## src/rtl/scb_pkg.sv

```systemverilog
package scb_pkg;
  parameter int RUN_W = 12;
  parameter int REP_W = 16;
  parameter int EDG_W = 10;
  parameter int SRC_W = 4;
  localparam int STB_N = 1 << SRC_W;

  typedef struct packed {
    logic [SRC_W-1:0] run_src;
    logic [RUN_W-1:0] run_len;
    logic [SRC_W-1:0] ofs_src;
    logic [RUN_W-1:0] ofs_len;
    logic [REP_W-1:0] rep;
    logic [SRC_W-1:0] clr_src;
    logic             pol_en;
    logic [EDG_W-1:0] up;
    logic [EDG_W-1:0] down;
  } cnt_cfg_t;

  typedef enum logic [1:0] {ST_IDLE, ST_OFS, ST_RUN, ST_DONE} cnt_st_t;

  // Trigger select: 0 never, 1 pixel tick, n>=2 strobe of counter n-1.
  function automatic logic pick_src(input logic [SRC_W-1:0] sel,
                                    input logic             pix,
                                    input logic [STB_N-1:0] stb);
    if (sel == '0) return 1'b0;
    if (sel == SRC_W'(1)) return pix;
    return stb[sel - SRC_W'(2)];
  endfunction

  // Shaped pulse level from elapsed half-pixel count.
  function automatic logic edge_level(input logic             vld,
                                      input logic [EDG_W-1:0] et,
                                      input logic [EDG_W-1:0] up,
                                      input logic [EDG_W-1:0] down);
    return vld && (et >= up) && (et < down);
  endfunction
endpackage

```

## src/rtl/scb_regs.sv

```systemverilog
module scb_regs
  import scb_pkg::*;
#(
  parameter int NCNT = 9,
  parameter int NINV = 8,
  parameter int AW   = 8,
  parameter int DW   = 32
) (
  input  logic                  clk,
  input  logic                  rst,
  input  logic                  wr_en,
  input  logic [AW-1:0]         wr_addr,
  input  logic [DW-1:0]         wr_data,
  output cnt_cfg_t [NCNT-1:0]   shd,
  output logic [NINV-1:0]       inv,
  output logic                  clk_inv
);
  localparam int IDX_W = AW - 4;
  localparam int HALF  = DW / 2;

  logic [IDX_W-1:0] idx;
  logic [3:0]       word;
  logic             glb_wr;

  assign idx    = wr_addr[AW-1:4];
  assign word   = wr_addr[3:0];
  assign glb_wr = wr_en && (idx == '0) && (word == 4'd0);

  always_ff @(posedge clk) begin
    if (rst) begin
      shd     <= '0;
      inv     <= '0;
      clk_inv <= 1'b0;
    end else if (wr_en) begin
      if (glb_wr) begin
        inv     <= wr_data[NINV-1:0];
        clk_inv <= wr_data[NINV];
      end
      for (int k = 0; k < NCNT; k++) begin
        if (idx == IDX_W'(k + 1)) begin
          case (word)
            4'd0: begin
              shd[k].run_len <= wr_data[RUN_W-1:0];
              shd[k].run_src <= wr_data[RUN_W +: SRC_W];
              shd[k].ofs_len <= wr_data[HALF +: RUN_W];
              shd[k].ofs_src <= wr_data[HALF+RUN_W +: SRC_W];
            end
            4'd1: begin
              shd[k].rep     <= wr_data[REP_W-1:0];
              shd[k].clr_src <= wr_data[HALF +: SRC_W];
              shd[k].pol_en  <= wr_data[HALF+SRC_W];
            end
            4'd2: begin
              shd[k].up      <= wr_data[EDG_W-1:0];
              shd[k].down    <= wr_data[HALF +: EDG_W];
            end
            default: ;
          endcase
        end
      end
    end
  end

  // a global write lands in the invert mask on the next cycle
  a_r10_global_mask: assert property (@(posedge clk) disable iff (rst)
    glb_wr |=> (inv == $past(wr_data[NINV-1:0])));
endmodule

```

## src/rtl/scb_counter.sv

```systemverilog
module scb_counter
  import scb_pkg::*;
(
  input  logic             clk,
  input  logic             rst,
  input  cnt_cfg_t         shd,
  input  logic             pix,
  input  logic [STB_N-1:0] stb,
  output logic             fire,
  output logic             tick_q,
  output logic             raw
);
  cnt_cfg_t         act;
  cnt_st_t          st;
  logic [RUN_W-1:0] ofs_cnt;
  logic [RUN_W-1:0] run_cnt;
  logic [REP_W-1:0] rep_cnt;
  logic [EDG_W-1:0] et;
  logic             vld;

  // Named internal events
  logic run_t, ofs_t, clr, last_pulse;

  assign run_t      = pick_src(act.run_src, pix, stb);
  assign ofs_t      = pick_src(act.ofs_src, pix, stb);
  assign clr        = pick_src(act.clr_src, pix, stb);
  assign last_pulse = (act.rep != '0) && ((rep_cnt + REP_W'(1)) == act.rep);

  always_comb begin
    fire = 1'b0;
    case (st)
      ST_OFS: if (!clr) begin
        if (act.ofs_len == '0) fire = run_t;
        else fire = ofs_t && (ofs_cnt == act.ofs_len - RUN_W'(1));
      end
      ST_RUN: if (!clr) fire = run_t && (run_cnt == act.run_len);
      default: fire = 1'b0;
    endcase
  end

  always_ff @(posedge clk) begin
    if (rst) begin
      st      <= ST_IDLE;
      act     <= '0;
      ofs_cnt <= '0;
      run_cnt <= '0;
      rep_cnt <= '0;
      tick_q  <= 1'b0;
      et      <= '0;
      vld     <= 1'b0;
    end else begin
      tick_q <= fire;
      if (fire) begin
        et  <= '0;
        vld <= 1'b1;
      end else if (et != '1) begin
        et <= et + EDG_W'(1);
      end
      if (st == ST_IDLE) begin
        act     <= shd;
        ofs_cnt <= '0;
        run_cnt <= '0;
        rep_cnt <= '0;
        if (shd.run_src != '0) st <= ST_OFS;
      end else if (clr) begin
        act     <= shd;
        ofs_cnt <= '0;
        run_cnt <= '0;
        rep_cnt <= '0;
        st      <= (shd.run_src != '0) ? ST_OFS : ST_IDLE;
      end else if (fire) begin
        act     <= shd;
        run_cnt <= '0;
        rep_cnt <= rep_cnt + REP_W'(1);
        if (shd.run_src == '0) st <= ST_IDLE;
        else if (last_pulse)   st <= ST_DONE;
        else                   st <= ST_RUN;
      end else begin
        if (st == ST_OFS && ofs_t && act.ofs_len != '0) ofs_cnt <= ofs_cnt + RUN_W'(1);
        if (st == ST_RUN && run_t) run_cnt <= run_cnt + RUN_W'(1);
      end
    end
  end

  assign raw = act.pol_en ? edge_level(vld, et, act.up, act.down) : tick_q;

  // a strobe is a single core cycle wide
  a_r2_strobe_single: assert property (@(posedge clk) disable iff (rst)
    tick_q |=> !tick_q);
  // the period tally never passes the programmed length
  a_r3_run_bound: assert property (@(posedge clk) disable iff (rst)
    (st == ST_RUN) |-> (run_cnt <= act.run_len));
  // the offset tally stays below the programmed offset
  a_r4_ofs_bound: assert property (@(posedge clk) disable iff (rst)
    (st == ST_OFS && act.ofs_len != '0) |-> (ofs_cnt < act.ofs_len));
  // a stopped counter emits nothing
  a_r5_done_silent: assert property (@(posedge clk) disable iff (rst)
    (st == ST_DONE) |-> !fire);
  // a clear restarts the offset phase with a zero tally
  a_r6_clear_restart: assert property (@(posedge clk) disable iff (rst)
    (clr && st != ST_IDLE && shd.run_src != '0) |=>
      (st == ST_OFS && rep_cnt == '0 && ofs_cnt == '0 && !tick_q));
endmodule

```

## src/rtl/sync_counter_bank.sv

```systemverilog
module sync_counter_bank
  import scb_pkg::*;
#(
  parameter int NCNT = 9,
  parameter int NINV = 8,
  parameter int AW   = 8,
  parameter int DW   = 32
) (
  input  logic            clk,
  input  logic            rst,
  input  logic            wr_en,
  input  logic [AW-1:0]   wr_addr,
  input  logic [DW-1:0]   wr_data,
  output logic [NCNT-1:0] tmg_out,
  output logic            pclk_out
);
  localparam int PAD = STB_N - NCNT;

  cnt_cfg_t [NCNT-1:0] shd;
  logic [NINV-1:0]     inv;
  logic                clk_inv;
  logic                pix_ph;
  logic [NCNT-1:0]     fire, tick_q, raw;
  logic [STB_N-1:0]    stb_all;

  scb_regs #(.NCNT(NCNT), .NINV(NINV), .AW(AW), .DW(DW)) u_regs (
    .clk(clk), .rst(rst), .wr_en(wr_en), .wr_addr(wr_addr), .wr_data(wr_data),
    .shd(shd), .inv(inv), .clk_inv(clk_inv)
  );

  always_ff @(posedge clk) begin
    if (rst) pix_ph <= 1'b0;
    else     pix_ph <= ~pix_ph;
  end

  assign stb_all  = {{PAD{1'b0}}, tick_q};
  assign pclk_out = pix_ph ^ clk_inv;

  for (genvar g = 0; g < NCNT; g++) begin : g_cnt
    scb_counter u_cnt (
      .clk(clk), .rst(rst), .shd(shd[g]), .pix(pix_ph), .stb(stb_all),
      .fire(fire[g]), .tick_q(tick_q[g]), .raw(raw[g])
    );
    if (g < NINV) begin : g_inv
      assign tmg_out[g] = raw[g] ^ inv[g];
    end else begin : g_plain
      assign tmg_out[g] = raw[g];
    end
  end

  // reset silences every counter output and parks the pixel phase
  a_r1_reset_quiet: assert property (@(posedge clk)
    rst |=> (raw == '0 && !pix_ph && fire == '0));
endmodule

```

## config.mk

```make
export PLATFORM = sky130hd
export DESIGN_NAME = sync_counter_bank
export DESIGN_NICKNAME = d
export VERILOG_FILES = /design/src/rtl/scb_pkg.sv /design/src/rtl/scb_regs.sv /design/src/rtl/scb_counter.sv /design/src/rtl/sync_counter_bank.sv
export SDC_FILE = /design/constraint.sdc
export NUM_CORES = 2
export LEC_CHECK = 0
export ABC_CLOCK_PERIOD_IN_PS = 4000
export BUFFER_PORTS_ARGS = -buffer_cell sky130_fd_sc_hd__buf_2
export CAP_MARGIN = 20
export CORE_ASPECT_RATIO = 1.2
export CORE_UTILIZATION = 50
export CTS_CLUSTER_DIAMETER = 50
export DETAILED_ROUTE_END_ITERATION = 12
export HOLD_SLACK_MARGIN = 0.05
export PLACE_DENSITY_LB_ADDON = 0.12
export SYNTH_ARGS = -nofsm -noshare
export SYNTH_HDL_FRONTEND = slang
export SYNTH_HIERARCHICAL = 1
export SYNTH_SLANG_ARGS = --single-unit
```

## constraint.sdc

```tcl
create_clock -name clk -period 4 [get_ports clk]
set_input_delay 0.6 -clock clk [delete_from_list [all_inputs] [get_ports clk]]
set_output_delay 0.6 -clock clk [all_outputs]
set_load 0.005 [all_outputs]
```

# ---- Yosys cells after proc, flatten, opt, wreduce, memory -nomap -nowiden
# Index checks and enable logic that the tools add are counted.
dict set report totals {
  output_inout_bits 10
  word_cells 1082
  register_bits 1810
  in_bits 43
}
dict set report op_classes {
  n_mux 378
  eq_ne 101
  reduce_logical 239
  bitwise 19
  magnitude_cmp 45
  add_sub_neg 72
}
# cell n
set op_table {}
lappend op_table {{$mux 73} 27}
lappend op_table {{$mux 1} 270}
lappend op_table {{$add 12x1->12 const B} 18}
lappend op_table {{$eq 12x12->1} 18}
lappend op_table {{$logic_not 4->1} 38}
lappend op_table {{$add 16x1->16 const B} 9}
lappend op_table {{$eq 16x16->1} 9}
lappend op_table {{$reduce_bool 16->1} 9}
lappend op_table {{$lt 4x5->1 const B} 27}
lappend op_table {{$eq 4x1->1 const B} 29}
lappend op_table {{$bmux 1 s4} 27}
lappend op_table {{$logic_not 12->1} 9}
lappend op_table {{$reduce_bool 12->1} 9}
lappend op_table {{$sub 12x1->12 const B} 9}
lappend op_table {{$sub 4x2->4 const B} 27}
lappend op_table {{$add 10x1->10 const B} 9}
lappend op_table {{$ge 10x10->1} 9}
lappend op_table {{$lt 10x10->1} 9}
lappend op_table {{$mux 2} 45}
lappend op_table {{$ne 10x10->1 const B} 9}
lappend op_table {{$reduce_and 3->1} 27}
lappend op_table {{$logic_and 1x1->1} 74}
lappend op_table {{$reduce_and 2->1} 19}
lappend op_table {{$reduce_bool 4->1} 9}
lappend op_table {{14 further kinds} 109}

# ---- Logic depth before layout (Yosys ltp)
dict set report depth {
  word_depth 12
  mapped_depth 14
  mapped_depth_nobuf 11
}

# ---- By module
# The synthesis kept the hierarchy.
# module cells_per_inst n_inst seq_area_each_um2 area_per_inst_um2
set by_module_without_submodules {}
lappend by_module_without_submodules {{scb_counter (g_cnt[1].u_cnt ...)} 824 7 2542.4 7277.0}
lappend by_module_without_submodules {scb_regs 2307 1 13332.8 25693.4}
lappend by_module_without_submodules {{scb_counter (g_cnt[8].u_cnt)} 820 1 2542.4 7358.3}
lappend by_module_without_submodules {{scb_counter (g_cnt[0].u_cnt)} 822 1 2542.4 7270.7}
lappend by_module_without_submodules {sync_counter_bank 13 1 20.0 113.9}

# ---- Worst setup path before layout
# Ideal clock, no wire load.
dict set report synth_timing {
  kind {register -> register}
  start {reg g_cnt[0].u_cnt/act[41] (netlist name)}
  end {reg g_cnt[0].u_cnt.rep_cnt[9]}
  t_required_ns 3.879
  path_stages_with_launch 11
  setup_ns 0.121
  slack_ns 1.010
  arrival_time_ns 2.869
  synth_period_minus_slack_ns 2.990
  n_path_buf 1
  cell_sequence {dfxtp_1 > inv_1 > ha_1 > or3b_2 > o41ai_1 > o21ai_2 > o41ai_4 > nand2_2 > buf_2 > nor2_1 > mux2_2}
}
dict set report synth_via {
  elab_chain_len 6
  elab_cells_between_ends 7
  classes_between {1 x add/sub; 1 x eq/ne; 3 x mux; 2 x reduce/logical}
}
# item line
set synth_rtl {}
lappend synth_rtl {{from (decl)} scb_counter.sv:13} ;# cnt_cfg_t act;
lappend synth_rtl {{from (signal assigned)} scb_counter.sv:44} ;# act <= '0;
lappend synth_rtl {{from (signal assigned)} scb_counter.sv:60} ;# act <= shd;
lappend synth_rtl {{from (signal assigned)} scb_counter.sv:66} ;# act <= shd;
lappend synth_rtl {{$sub 12x1->12} scb_counter.sv:34} ;# else fire = ofs_t && (ofs_cnt == act.ofs_len - RUN_W'(1));
lappend synth_rtl {{$eq 12x12->1} scb_counter.sv:34}
lappend synth_rtl {{$logic_and 1x1->1} scb_counter.sv:34}
lappend synth_rtl {{$mux 1 (*)} scb_counter.sv:33} ;# if (act.ofs_len == '0) fire = run_t;
lappend synth_rtl {{$mux 1 (*)} scb_counter.sv:32} ;# ST_OFS: if (!clr) begin
lappend synth_rtl {{$pmux 1 s2 (*)} scb_counter.sv:31} ;# case (st)
lappend synth_rtl {{to (signal assigned)} scb_counter.sv:74} ;# rep_cnt <= rep_cnt + REP_W'(1);
lappend synth_rtl {{to (decl)} scb_counter.sv:17} ;# logic [REP_W-1:0] rep_cnt;
# Every way passes the cells marked *; elsewhere a longest branch is shown, timed or not.
# A chain may end at the register's enable or synchronous reset.

# ---- Worst setup path in the final report
dict set report layout_timing {
  start {reg g_cnt[5].u_cnt.et[0]}
  end {out tmg_out[5]}
}
dict set report layout_via {
  elab_chain_len 5
  elab_cells_between_ends 6
  classes_between {2 x order compare; 1 x mux; 1 x bitwise; 2 x reduce/logical}
}
# item line
set layout_rtl {}
lappend layout_rtl {{from (decl)} scb_counter.sv:18} ;# logic [EDG_W-1:0] et;
lappend layout_rtl {{from (signal assigned)} scb_counter.sv:57} ;# et <= et + EDG_W'(1);
lappend layout_rtl {{$ge 10x10->1} scb_pkg.sv:36} ;# return vld && (et >= up) && (et < down);
lappend layout_rtl {{$logic_and 1x1->1} scb_pkg.sv:36}
lappend layout_rtl {{$logic_and 1x1->1 (*)} scb_pkg.sv:36}
lappend layout_rtl {{$mux 1 (*)} scb_counter.sv:85} ;# assign raw = act.pol_en ? edge_level(vld, et, act.up, act.down) : tick_q;
lappend layout_rtl {{via raw[5]} sync_counter_bank.sv:23} ;# logic [NCNT-1:0] fire, tick_q, raw;
lappend layout_rtl {{$xor 1x1->1 (*)} sync_counter_bank.sv:45} ;# assign tmg_out[g] = raw[g] ^ inv[g];
lappend layout_rtl {{to (decl)} sync_counter_bank.sv:14} ;# output logic [NCNT-1:0] tmg_out,
# Mark *: on every way through the listed nets, which the timed path passes. The rest lies on a longest branch.

==> flow_metrics.tcl <==
set metrics [dict create \
    status "finished clean" \
    ys_types 94 \
    hpwl_mm 154 \
    worst_pin_slew_ns 1.22 \
    hp-start "rst" \
    p_per_area_nw_per_um2 376 \
    drive_above_1_share_pct 9.15 \
    clock_path_buffers 3 \
    clock_sinks 1810 \
    antenna_left 0 \
    numCtsBuffers 196 \
    yosys_register_bits 1810 \
    synthArstFlopShare_pct 0 \
    grt_max_degree 186 \
    slowest_stage "o32ai_2" \
    root_buffer "clkbuf_16" \
    synth_edf_count 0 \
    core_area_um2 181000 \
    fin_crit_ns 3.86 \
    max_stage_delay_ns 0.44 \
    grt_pass1_wl_mm 376 \
    place.port_buffers 52 \
    slew_headroom_pct 18.4 \
    fin_setup_tns_ns 0 \
    start_util_pct 50.4 \
    clkLatencyLatePin_ns 0.83 \
    synth_top_area_share_pct 39.7 \
    fin_nets 10042 \
    cts_tree "built" \
    num_io_pins 53 \
    synth_common_cells "dfxtp_1, mux2i_1, nor2_1" \
    fin_worst_skew_ns 0.0293 \
    clk_pin_slew_worst_paths_ns 0.05 \
    fillers 16187 \
    max-vdd-ir-drop_mv 0.465 \
    die_h_um 470 \
    arrival_ns 3.26 \
    h-tree-depth 4 \
    grt_overflow_total 0 \
    dr.pass1.iters 6 \
    crit_buf_inv 2 \
    crit_path_start_kind "flop" \
    synth.most_common_cell "dfxtp_1" \
    crit_family "compound AO/OA/AOI/OAI gates" \
    grt_setup_unrepaired "false" \
    drt_iter0_drc 4218 \
    synth_top_area_cell "dfxtp_1" \
    crit_path_end_kind "output port" \
    synth_area_per_cell_um2 9.39 \
    required_ns 3.40 \
    min_period_over_period_pct 96.5 \
    route.detailed.drc 0 \
    grt_pass1_vias 66057 \
    startpoint "g_cnt[5].u_cnt/et[0]" \
    fin_hold_ws_ns 0.280 \
    synthTopCellsByArea "dfxtp_1, mux2i_1, nand2b_1, nor2_1, xnor2_1" \
    setup_viol 0 \
    synth_cells 9730 \
    via_per_inst 5.54 \
    syn-cell-area_um2 91400 \
    crit_type "reg2out" \
    p_leak_uw 0.0444 \
    gp_congestion 0.887 \
    grt_use_total_pct 25.7 \
    wire_per_inst_um 19.5 \
    fmax_ghz 0.259 \
    cp_common_cell "a21o_1" \
    finalHoldViolations 0 \
    cp_cell_sequence "inv_1 > ha_1 > nand2b_1 > a21o_1 > a21o_1 > a211oi_1 > o21a_1 > o21ai_0 > a21oi_1 > o32ai_2 > xor2_1 > buf_2" \
    syn_to_final_growth_pct 10.6 \
    antenna_found_initial 14 \
    die-area_um2 184000 \
    ys.flop_type "dfxtp_1" \
    vias 68248 \
    hold_buffers 0 \
    rows 171 \
    path_max_fanout 5 \
    synth-seq-area-share_pct 39.7 \
    die_w_um 392 \
    maxSlewViolCount 0 \
    hp-class "in2reg" \
    drv_cap 0 \
    yosys_warnings 6 \
    routed_wl_mm 240 \
    total_power_uw 37900 \
    r2r-start "g_cnt[5].u_cnt/act[41]" \
]
-- final timing paths --
kind                            end  slack [ns]  cells after the start
max reg2reg  g_cnt[5].u_cnt/act[13]        0.47                     11
max                      tmg_out[5]        0.14                     12
min          g_cnt[8].u_cnt/act[40]        0.28                      2
min reg2reg      g_cnt[4].u_cnt/vld        0.47                      1
-- final cells by class --
class	count	area, um2	share of cell area [%]
sequential	1810	36300	35.9
clock inverter	83	870	0.861
multi-input combinational	7117	51500	50.9
antenna	4	10.0	0.00991
timing repair buffer	258	2360	2.34
clock buffer	274	5770	5.71
inverter	346	1300	1.29
tap	2422	3030	3.00
-- routing by layer --
layer  GRT usage (%)  wire [um]  vias up
met5               0         13        -
met4            7.66       6750        2
met3            3.59      11200      390
met2            43.0     114000     1334
met1            34.1     109000    33162
li1                -          -    33360
-- power by group --
| part | leakage (uW) | switching (uW) | total, uW | internal [uW] |
|---|---|---|---|---|
| Sequential | 0.0146 | 56.2 | 18100 | 18100 |
| Clock | 0.00325 | 7700 | 18500 | 10800 |
| Combinational | 0.0266 | 894 | 1340 | 449 |
-- state kept, by name, indices dropped and copies added (netlist names) --
name and count:
g_cnt.u_cnt/st 18, u_regs/shd 657, g_cnt.u_cnt/run_cnt 108, g_cnt.u_cnt/et 90, u_regs/inv 8, u_regs/clk_inv 1
g_cnt.u_cnt/rep_cnt 144, g_cnt.u_cnt/act 657, g_cnt.u_cnt/vld 9, g_cnt.u_cnt/ofs_cnt 108, g_cnt.u_cnt/tick_q 9, pix_ph 1
-- through the flow --
stage	std cells	utilization [%]	worst slack (ns)	instance area, um2
6_report	12314	55.8	0.139	101000
5_1_grt	12311	55.8	0.00440	101000
4_1_cts	12308	55.7	0.0101	101000
3_5_place_dp	11951	52.0	0.501	94200
3_3_place_gp	11950	52.0	0.574	94200
2_1_floorplan	9918	-	1.01	92100
-- cells by family after synthesis --
family	Yosys count	share of synthesized area, %
and+or+nand+nor	3586	20.2
DFF	1810	39.7
muxes	1566	18.8
buffers and inverters	991	5.15
AOI/OAI and AO/OA	842	6.16
xor gates and xnor gates	664	6.38
adders and majority gates	270	3.70
other	1	0.00410
-- layout by cell type, fill, tap and decap left out, types with 202 or more instances in the layout --
master,instances
dfxtp_1,1798
mux2i_1,1424
nor2_1,1171
nand2b_1,697
nand2_1,545
xnor2_1,445
inv_1,346
ha_1,270
o21ai_0,262
nand3_1,236
xor2_1,216
clkbuf_16,202
-- timing repair --
| item | in CTS | in global routing |
|---|---|---|
| endpoints found under the setup margin | 5 | 8 |
| pin swaps | 5 | 18 |
| setup buffers | 0 | 2 |
| resized for setup | 13 | 25 |
No activity file was read; power rests on OpenSTA's default activity.
